$ cat src/rtl/tmr_pkg.sv
// Shared definitions for the timer time-base: write-port addresses and the
// layout of the control word. Assumes the write data path is at least 5 bits.
package tmr_pkg;

    localparam logic [1:0] ADDR_CTRL = 2'd0;
    localparam logic [1:0] ADDR_DIV  = 2'd1;
    localparam logic [1:0] ADDR_LIM  = 2'd2;
    localparam logic [1:0] ADDR_CMD  = 2'd3;

    localparam int CTRL_W = 5;

    // Control word, MSB first: buffering, alignment[1:0], down, run
    typedef struct packed {
        logic       preload;
        logic [1:0] align;
        logic       down;
        logic       run;
    } tmr_ctrl_t;

endpackage

$ cat src/rtl/tmr_regs.sv
// Settings block: decodes the write port, holds the control word, and keeps
// the buffered and active copies of the divide ratio and the reload limit.
// Assumes upd_evt is the update event that takes effect at this clock edge.
module tmr_regs
    import tmr_pkg::*;
#(
    parameter int DATA_W = 16
) (
    input  logic              clk,
    input  logic              rst_n,
    input  logic              wr_en,
    input  logic [1:0]        wr_addr,
    input  logic [DATA_W-1:0] wr_data,
    input  logic              upd_evt,
    output logic              run_en,
    output logic              dir_sel,
    output logic [1:0]        align,
    output logic              force_upd,
    output logic [DATA_W-1:0] div_act,
    output logic [DATA_W-1:0] lim_act,
    output logic [DATA_W-1:0] lim_buf
);

    tmr_ctrl_t         ctrl_q;
    logic [DATA_W-1:0] div_buf;
    logic              wr_ctrl, wr_div, wr_lim;

    assign wr_ctrl   = wr_en && (wr_addr == ADDR_CTRL);
    assign wr_div    = wr_en && (wr_addr == ADDR_DIV);
    assign wr_lim    = wr_en && (wr_addr == ADDR_LIM);
    // command bit is a pulse: nothing is stored, so it clears itself
    assign force_upd = wr_en && (wr_addr == ADDR_CMD) && wr_data[0];

    assign run_en  = ctrl_q.run;
    assign dir_sel = ctrl_q.down;
    assign align   = ctrl_q.align;

    // Control word register
    always_ff @(posedge clk) begin
        if (!rst_n)       ctrl_q <= '0;
        else if (wr_ctrl) ctrl_q <= tmr_ctrl_t'(wr_data[CTRL_W-1:0]);
    end

    // Buffered copies, written straight from the port
    always_ff @(posedge clk) begin
        if (!rst_n) begin
            div_buf <= '0;
            lim_buf <= '0;
        end else begin
            if (wr_div) div_buf <= wr_data;
            if (wr_lim) lim_buf <= wr_data;
        end
    end

    // Active divide ratio: always loaded on an update event
    always_ff @(posedge clk) begin
        if (!rst_n)       div_act <= '0;
        else if (upd_evt) div_act <= div_buf;
    end

    // Active limit: direct write when unbuffered, else loaded on update
    always_ff @(posedge clk) begin
        if (!rst_n)                         lim_act <= '0;
        else if (wr_lim && !ctrl_q.preload) lim_act <= wr_data;
        else if (upd_evt)                   lim_act <= lim_buf;
    end


    lim_hold_chk: assert property (@(posedge clk) disable iff (!rst_n)
        (ctrl_q.preload && !upd_evt) |=> $stable(lim_act));

endmodule

$ cat src/rtl/tmr_prescale.sv
// Clock divider: issues one step strobe every (div_act+1) clocks while run is
// set. A restart clears the phase. Assumes div_act only changes on an update,
// which always coincides with a step or a restart.
module tmr_prescale #(
    parameter int DIV_W = 16
) (
    input  logic             clk,
    input  logic             rst_n,
    input  logic             run_en,
    input  logic             restart,
    input  logic [DIV_W-1:0] div_act,
    output logic             step
);

    logic [DIV_W-1:0] phase_q;

    assign step = run_en && !restart && (phase_q == div_act);

    // Divider phase counter
    always_ff @(posedge clk) begin
        if (!rst_n)       phase_q <= '0;
        else if (restart) phase_q <= '0;
        else if (run_en)  phase_q <= (phase_q == div_act) ? '0 : phase_q + 1'b1;
    end


    div_bound_chk: assert property (@(posedge clk) disable iff (!rst_n)
        phase_q <= div_act);

endmodule

$ cat src/rtl/tmr_step.sv
// Counter core: moves the count on each step strobe according to the
// alignment mode and direction, flags update events, and registers the
// event into a one-clock output pulse. Assumes at most one strobe per clock.
module tmr_step #(
    parameter int CNT_W = 16
) (
    input  logic             clk,
    input  logic             rst_n,
    input  logic             step,
    input  logic             force_upd,
    input  logic [1:0]       align,
    input  logic             dir_sel,
    input  logic [CNT_W-1:0] lim_act,
    input  logic [CNT_W-1:0] lim_buf,
    output logic [CNT_W-1:0] cnt_q,
    output logic             dir_q,
    output logic             upd_evt,
    output logic             upd_q
);

    logic             center;
    logic [CNT_W-1:0] nxt_cnt;
    logic             nxt_dir;

    assign center = (align != 2'b00);

    // Next count, direction and update event
    always_comb begin
        nxt_cnt = cnt_q;
        nxt_dir = dir_q;
        upd_evt = 1'b0;
        if (force_upd) begin
            upd_evt = 1'b1;
            nxt_dir = center ? 1'b0 : dir_sel;
            nxt_cnt = (!center && dir_sel) ? lim_buf : '0;
        end else begin
            if (!center) nxt_dir = dir_sel;
            if (step) begin
                if (!center && !dir_sel) begin
                    if (cnt_q >= lim_act) begin
                        nxt_cnt = '0;
                        upd_evt = 1'b1;
                    end else begin
                        nxt_cnt = cnt_q + 1'b1;
                    end
                end else if (!center) begin
                    if (cnt_q == '0) begin
                        nxt_cnt = lim_buf;
                        upd_evt = 1'b1;
                    end else begin
                        nxt_cnt = cnt_q - 1'b1;
                    end
                end else begin
                    if (!dir_q) begin
                        if (cnt_q >= lim_act) begin
                            nxt_dir = 1'b1;
                            nxt_cnt = (cnt_q == '0) ? '0 : cnt_q - 1'b1;
                        end else begin
                            nxt_cnt = cnt_q + 1'b1;
                        end
                    end else begin
                        if (cnt_q == '0) begin
                            nxt_dir = 1'b0;
                            nxt_cnt = (lim_act == '0) ? '0 : CNT_W'(1);
                        end else begin
                            nxt_cnt = cnt_q - 1'b1;
                        end
                    end
                    upd_evt = nxt_dir ? (nxt_cnt == '0) : (nxt_cnt >= lim_act);
                end
            end
        end
    end

    // Count, direction and pulse registers
    always_ff @(posedge clk) begin
        if (!rst_n) begin
            cnt_q <= '0;
            dir_q <= 1'b0;
            upd_q <= 1'b0;
        end else begin
            cnt_q <= nxt_cnt;
            dir_q <= nxt_dir;
            upd_q <= upd_evt;
        end
    end


    hold_when_idle_chk: assert property (@(posedge clk) disable iff (!rst_n)
        (!step && !force_upd) |=> $stable(cnt_q));


    up_wrap_zero_chk: assert property (@(posedge clk) disable iff (!rst_n)
        (upd_q && $past(!center && !dir_sel)) |-> (cnt_q == '0));


    center_moves_chk: assert property (@(posedge clk) disable iff (!rst_n)
        (step && !force_upd && center && lim_act != '0) |=> (cnt_q != $past(cnt_q)));


    force_pulse_chk: assert property (@(posedge clk) disable iff (!rst_n)
        force_upd |=> upd_q);

endmodule

$ cat src/rtl/tmr_timebase.sv
// Timer time-base top: ties the settings block, the clock divider and the
// counter core together. Assumes DATA_W >= 5 so the control word fits.
module tmr_timebase #(
    parameter int DATA_W = 16
) (
    input  logic              clk,
    input  logic              rst_n,
    input  logic              wr_en,
    input  logic [1:0]        wr_addr,
    input  logic [DATA_W-1:0] wr_data,
    output logic [DATA_W-1:0] count_val,
    output logic              count_down,
    output logic              upd_pulse
);

    logic              run_en, dir_sel, force_upd, step, upd_evt;
    logic [1:0]        align;
    logic [DATA_W-1:0] div_act, lim_act, lim_buf;

    tmr_regs #(.DATA_W(DATA_W)) regs_i (
        .clk(clk), .rst_n(rst_n), .wr_en(wr_en), .wr_addr(wr_addr),
        .wr_data(wr_data), .upd_evt(upd_evt), .run_en(run_en),
        .dir_sel(dir_sel), .align(align), .force_upd(force_upd),
        .div_act(div_act), .lim_act(lim_act), .lim_buf(lim_buf)
    );

    tmr_prescale #(.DIV_W(DATA_W)) div_i (
        .clk(clk), .rst_n(rst_n), .run_en(run_en), .restart(force_upd),
        .div_act(div_act), .step(step)
    );

    tmr_step #(.CNT_W(DATA_W)) core_i (
        .clk(clk), .rst_n(rst_n), .step(step), .force_upd(force_upd),
        .align(align), .dir_sel(dir_sel), .lim_act(lim_act),
        .lim_buf(lim_buf), .cnt_q(count_val), .dir_q(count_down),
        .upd_evt(upd_evt), .upd_q(upd_pulse)
    );

endmodule

$ cat config.mk
export PLATFORM = sky130hd
export DESIGN_NAME = tmr_timebase
export DESIGN_NICKNAME = d
export VERILOG_FILES = /design/src/rtl/tmr_pkg.sv /design/src/rtl/tmr_regs.sv /design/src/rtl/tmr_prescale.sv /design/src/rtl/tmr_step.sv /design/src/rtl/tmr_timebase.sv
export SDC_FILE = /design/constraint.sdc
export NUM_CORES = 1
export LEC_CHECK = 0
export BUFFER_PORTS_ARGS = -buffer_cell sky130_fd_sc_hd__buf_4
export CAP_MARGIN = 20
export CORE_ASPECT_RATIO = 0.7
export CORE_MARGIN = 2
export CORE_UTILIZATION = 56
export CTS_CLUSTER_SIZE = 14
export DETAILED_ROUTE_END_ITERATION = 12
export PLACE_DENSITY = 0.88
export SYNTH_ARGS = -nofsm -noshare
export SYNTH_HDL_FRONTEND = slang
export SYNTH_SLANG_ARGS = --single-unit
$ cat constraint.sdc
create_clock -name clk -period 5.04 [get_ports clk]
set_input_delay 0.252 -clock clk [delete_from_list [all_inputs] [get_ports clk]]
set_output_delay 0.252 -clock clk [all_outputs]
set_load 0.02 [all_outputs]
==> impl_metrics.env, run 1 <==
export IMPL_slowest_delay_ns=0.50
export IMPL_vias=7417
export IMPL_relSlewSlack_pct=21.5
export IMPL_max_freq_ghz=0.200
export IMPL_final_cell_area_um2=7990
export IMPL_cp_end_kind="flip-flop"
export IMPL_fin_skew_ns=0.00878
export IMPL_hp_class="in -> reg"
export IMPL_hpwl_um=16100
export IMPL_period_minus_slack_ns=4.99
export IMPL_critPathArrivalTime_ns=5.25
export IMPL_rrSetupSlack_ns=0.05
export IMPL_dpl_cell_area_um2=7550
export IMPL_cap_violations=0
export IMPL_max_slew_worst_pin_slew_ns=1.17
export IMPL_finalCritPeriodShare_pct=99.0
export IMPL_status="finished clean"
export IMPL_setup_tns_ns=0
export IMPL_cts_path_max_buffers=2
export IMPL_r2r_end="regs_i.div_act[0]"
export IMPL_p_leak_nw=3.32
export IMPL_gr_total_overflow=0
export IMPL_ys_seq_elements=103
export IMPL_holdPathEnd="regs_i.div_buf[6]"
export IMPL_cts_sinks=103
export IMPL_ios=39
export IMPL_yosys_warnings=0
export IMPL_fill_cells=1010
export IMPL_ff2ff_path_depth=21
export IMPL_antenna_cells=0
export IMPL_critPathLaunchType="flip-flop"
export IMPL_synth_edf_count=0
export IMPL_cp_max_fo=9
export IMPL_netlist_instances=911
export IMPL_rows=33
export IMPL_drtIter0Drc=1061
export IMPL_whs_path_depth=3
export IMPL_routed_wl_um=22300
export IMPL_antenna_found_initial=0
export IMPL_avgSynthCellArea_um2=7.47
export IMPL_area_growth_pct=17.4
export IMPL_hold_viol=0
export IMPL_finalSetupViolations=0
export IMPL_path_clk_slew_ns=0.07
export IMPL_ir_drop_mv=0.229
export IMPL_synth_cell_types=67
export IMPL_timing_rr_start="regs_i.lim_act[6]"
export IMPL_first_global_vias=6519
export IMPL_cts_tree="yes"
export IMPL_worst_hold_slack_ns=0.164
export IMPL_numCtsBuffers=9
export IMPL_clk_latency_ns=0.36
export IMPL_crit_required_ns=5.30
export IMPL_dieWidth_um=136
export IMPL_p_per_area_nw_per_um2=370
export IMPL_path_cells="inv_1, ha_1, a21o_1, a221o_1, a2bb2oi_2, and3_4, buf_4, a21oi_1, a211o_1, ha_1, nand4_1, buf_4, or4_1, o2111ai_1, o32ai_2, buf_4, nor4_2, o211a_1, a21oi_4, buf_12, mux2i_1"
export IMPL_die_y_um=96.2
export IMPL_ctsHtreeMaxLevel=3
export IMPL_drt_first_pass_iters=6
export IMPL_syn_area_um2=6810
export IMPL_syn_num_nets=968
export IMPL_synthArstFlopShare_pct=0
export IMPL_seq_area_frac_synth_pct=30.3
export IMPL_wl_per_cell_um=19.6
export IMPL_start_util_pct=57.8
export IMPL_dieArea_um2=13100
export IMPL_crit_path_frequent_cell="buf_4"
export IMPL_place_gp_congestion=0.988
export IMPL_grt_max_degree=55
export IMPL_grt_pass1_wl_um=34000
export IMPL_io_buffer_count=38
export IMPL_drive_above_1_share_pct=16.6
export IMPL_num_nets_final=1030
export IMPL_routed_via_density=6.54
export IMPL_drtAntennaViolNets=0
export IMPL_crit_type="reg -> reg"
export IMPL_track_usage_pct=33.6
export IMPL_core_area_um2=11800
export IMPL_synthFlopType="dfxtp_1"
export IMPL_drc=0
export IMPL_slew_violations=0
export IMPL_min_delay_start="wr_data[6]"
export IMPL_worst_path_max_delay_cell="or4_1"
export IMPL_root_buffer="clkbuf_16"
## kinds of logic (layout without fill, tap and decap cells)
group,count (synthesis),count (layout),synth area share (%)
xor gates and xnor gates,49,49,6.31
buffers and inverters,88,154,5.22
AOI/OAI and AO/OA,194,194,19.2
DFF,103,103,30.3
adders and majority gates,36,36,6.62
muxes,27,27,3.97
and+or+nand+nor,414,414,28.4
## how the worst max path moves through the flow
stage	start	endpoint	slack [ns]
finish	regs_i.lim_act[6]	regs_i.div_act[0]	0.05
global route	regs_i.lim_act[15]	regs_i.lim_act[8]	-0.21
CTS	regs_i.lim_act[13]	regs_i.lim_act[12]	0.03
detailed placement	core_i.cnt_q[0]	regs_i.div_act[7]	0.01
global placement	regs_i.lim_act[13]	regs_i.lim_act[2]	0.17
floorplan	core_i.cnt_q[0]	regs_i.lim_act[10]	-0.02
## synth_stat cells (5+ instances only)
cell	number	share of area, %
or3_1	12	1.1
and3_1	9	0.83
nor2b_1	5	0.46
buf_2	8	0.59
dfxtp_1	103	30
o21ai_0	28	2.1
xor2_1	23	3.0
nand2_1	155	8.5
a21oi_1	65	4.8
nand4_1	12	1.1
or2_2	8	0.74
xnor2_1	26	3.3
a211oi_1	11	1.2
a31oi_1	5	0.46
nor2_1	99	5.5
mux2i_1	27	4.0
nor4_1	35	3.2
o211ai_1	13	1.4
o21a_1	5	0.55
nor3_1	31	2.3
o221ai_1	18	2.3
clkbuf_1	44	2.4
ha_1	36	6.6
nand3_1	23	1.7
inv_1	29	1.6
## cell usage in the layout (no fill, tap or decap), types with 5 or more instances in the layout
cell	count
a31oi_1	5
nor2b_1	5
o21a_1	5
nand3_1	22
nor4_1	33
nand4_1	12
ha_1	36
dfxtp_1	94
mux2i_1	27
or3_1	11
buf_4	103
nor2_1	98
or2_2	8
inv_1	29
o21ai_0	26
o211ai_1	13
clkbuf_16	9
xnor2_1	26
o221ai_1	18
nor3_1	29
a211oi_1	11
and3_1	8
dfxtp_2	9
nand2_1	155
a21oi_1	65
xor2_1	23
## state kept, by name, summed over array words and instances (netlist names), 2 cells and up
signal and count:
regs_i.div_act 16, regs_i.div_buf 16, div_i.phase_q 16, regs_i.lim_act 16, regs_i.align 2, core_i.cnt_q 16, regs_i.lim_buf 16
## where the power goes
part,switching (mW),leakage [nW],internal [mW]
Combinational,0.802,2.34,0.603
Clock,0.306,0.133,0.346
Sequential,0.0403,0.840,0.854
Total,1.15,3.32,1.80
## through the flow
| stage | cells | total power, mW | setup slack [ns] | utilization (%) |
|---|---|---|---|---|
| 2_1_floorplan | 911 | 1.69 | -0.0244 | - |
| 3_3_place_gp | 1111 | 2.13 | 0.174 | 64.1 |
| 3_5_place_dp | 1112 | 2.15 | 0.0140 | 64.2 |
| 4_1_cts | 1129 | 2.80 | 0.0259 | 66.7 |
| 5_1_grt | 1134 | 3.09 | -0.211 | 67.9 |
| 6_report | 1134 | 2.95 | 0.0515 | 67.9 |
## metal layers
metal | global-route usage, % | vias to the layer above | wire (um)
li1 | - | 3396 | -
met1 | 46.8 | 3417 | 9290
met2 | 49.1 | 534 | 9090
met3 | 11.9 | 70 | 3320
met4 | 9.64 | 0 | 580
met5 | 0 | - | 0
## worst max-delay path, delay by kind of cell (launching register included)
kind	cells	cell delay [ns]
adders and majority gates	2	0.59
DFF	1	0.37
muxes	1	0.21
AOI/OAI and AO/OA	9	1.80
and+or+nand+nor	4	1.17
buffers and inverters	5	0.74
## cell type report
type | instances | area [um2] | area share [%]
well taps | 157 | 196 | 2.46
inverters | 30 | 113 | 1.41
repair buffers | 109 | 858 | 10.7
flip-flops and latches | 103 | 2070 | 26.0
clock buffers | 12 | 246 | 3.09
multi-input cells | 720 | 4480 | 56.1
clock inverters | 3 | 18.8 | 0.235
## what timing repair did
item	4_1_cts	5_1_grt
pin swaps	1	7
setup endpoints to repair	3	32
hold buffers	0	0
setup buffers	2	5
resized for setup	0	29
Note: power is estimated with default switching activity, not from simulation.
==> inputs of run 2 (changes only) <==
==> constraint.sdc (replaced) <==
create_clock -name clk -period 4.14 [get_ports clk]
set_input_delay 0.207 -clock clk [delete_from_list [all_inputs] [get_ports clk]]
set_output_delay 0.207 -clock clk [all_outputs]
set_load 0.02 [all_outputs]
==> impl_metrics.env, run 2 (synthesized netlist as in run 1, its figures left out) <==
export IMPL_wl_per_cell_um=21.1
export IMPL_multiInputGateArea_um2=4700
export IMPL_ir_drop_mv=0.312
export IMPL_crit_type="reg -> reg"
export IMPL_worst_path_max_delay_cell="or4_4"
export IMPL_cp_max_fo=8
export IMPL_final_cell_mix="buf_4 (197), nand2_1 (155), nor2_1 (97)"
export IMPL_num_nets_final=1130
export IMPL_clk_latency_ns=0.36
export IMPL_crit_required_ns=4.42
export IMPL_path_cells="inv_8, buf_6, ha_4, nand2b_4, a2111oi_4, o311a_1, and3_4, a21oi_2, a211o_1, ha_1, nand4_1, buf_4, or4_4, o2111ai_4, o32ai_4, nor4_2, o211a_2, buf_2, nor4_1, nor3_1"
export IMPL_antenna_found_initial=0
export IMPL_hold_viol=0
export IMPL_rsz0062_at_grt="yes"
export IMPL_dieWidth_um=136
export IMPL_final_common_cell="buf_4"
export IMPL_regArea_um2=2080
export IMPL_relSlewSlack_pct=18.9
export IMPL_fill_cells=811
export IMPL_critPathArrivalTime_ns=5.13
export IMPL_cap_violations=0
export IMPL_final_cell_area_um2=9020
export IMPL_status="complete, but fails checks"
export IMPL_hpwl_um=18400
export IMPL_finalCritPeriodShare_pct=117
export IMPL_setup_tns_ns=-22.02
export IMPL_hp_class="in -> reg"
export IMPL_antenna_cells=0
export IMPL_cts_sinks=103
export IMPL_max_freq_ghz=0.206
export IMPL_start_util_pct=57.8
export IMPL_rows=33
export IMPL_critPathLaunchType="flip-flop"
export IMPL_gr_total_overflow=0
export IMPL_grt_max_degree=53
export IMPL_drc=0
export IMPL_violations="negative setup slack"
export IMPL_p_leak_nw=3.83
export IMPL_core_area_um2=11800
export IMPL_vias=8155
export IMPL_slew_violations=0
export IMPL_slowest_delay_ns=0.54
export IMPL_first_global_vias=7340
export IMPL_p_per_area_nw_per_um2=456
export IMPL_cp_end_kind="flip-flop"
export IMPL_ctsHtreeMaxLevel=3
export IMPL_drive_above_1_share_pct=26.7
export IMPL_path_clk_slew_ns=0.07
export IMPL_numCtsBuffers=9
export IMPL_routed_via_density=6.60
export IMPL_root_buffer="clkbuf_16"
export IMPL_max_slew_worst_pin_slew_ns=1.21
export IMPL_place_gp_congestion=1.12
export IMPL_dpl_cell_area_um2=8410
export IMPL_hold_buffers=0
export IMPL_place_ws_ns=-0.642
export IMPL_period_minus_slack_ns=4.85
export IMPL_io_buffer_count=38
export IMPL_area_growth_pct=32.5
export IMPL_grt_pass1_wl_um=39300
export IMPL_track_usage_pct=39.3
export IMPL_die_y_um=96.2
export IMPL_ios=39
export IMPL_cts_tree="yes"
export IMPL_fin_skew_ns=0.00512
export IMPL_dieArea_um2=13100
export IMPL_cts_path_max_buffers=2
export IMPL_finalSetupViolations=33
export IMPL_drtIter0Drc=1424
export IMPL_drtAntennaViolNets=0
export IMPL_worst_slack_ns=-0.713
export IMPL_drt_first_pass_iters=6
export IMPL_routed_wl_um=26100
run 2: changes by cell type in the layout (fill, tap and decap cells not counted), sizes merged:
cell      delta
buf         +97
and3         +2
clkinvlp     +1
clkinv       -2
inv          +2
clkbuf       +1
run 2: worst paths after layout:
path	start	end	slack, ns	cells past startpoint
worst max-delay path	core_i.cnt_q[0]	regs_i.lim_act[10]	-0.71	20
worst min-delay path	wr_data[11]	regs_i.lim_buf[11]	0.12	3
worst max register to register	core_i.cnt_q[0]	regs_i.lim_act[10]	-0.71	20
worst min register to register	regs_i.div_buf[11]	regs_i.div_buf[11]	0.46	2
run 2: worst max-delay path, delay by kind of cell (launching register included):
family	cells	cell delay, ns
compound gates	7	1.63
buf+inv	4	0.57
simple gates	7	1.71
fa+ha+maj	2	0.48
flops	1	0.38
run 2: final cells by class:
class | count | area share [%]
inverter | 30 | 1.33
clock buffer | 12 | 2.86
multi-input combinational | 722 | 52.1
sequential | 103 | 23.1
timing repair buffer | 207 | 18.1
clock inverter | 4 | 0.375
tap | 157 | 2.18
run 2: layer usage:
| layer | wire (um) | vias up | global-route usage, % | share of wire [%] |
|---|---|---|---|---|
| li1 | - | 3597 | - | - |
| met1 | 10600 | 3795 | 54.2 | 41 |
| met2 | 11100 | 661 | 61.7 | 43 |
| met3 | 3520 | 102 | 9.90 | 14 |
| met4 | 819 | 0 | 10.3 | 3.1 |
| met5 | 0 | - | 0 | 0 |
run 2: repair_timing:
| item | CTS | global route |
|---|---|---|
| gates cloned | 1 | 3 |
| setup endpoints to repair | 33 | 33 |
| pin swaps | 1 | 11 |
| buffers inserted | 4 | 6 |
| resized for setup | 13 | 26 |
run 2: through the flow:
stage	utilization, %	power, mW	instances	hold slack [ns]
after detailed placement	71.4	2.89	1203	0.449
final	76.6	4.11	1235	0.119
after global routing	76.6	4.27	1235	0.129
after global placement	71.4	2.87	1203	0.443
after CTS	74.8	3.84	1224	0.116
after floorplan	-	2.14	911	0.343
run 2: power by group:
group | internal (mW) | switching (mW) | total, mW
combinational | 1.02 | 1.16 | 2.18
sequential | 1.04 | 0.0379 | 1.08
clock | 0.452 | 0.397 | 0.849
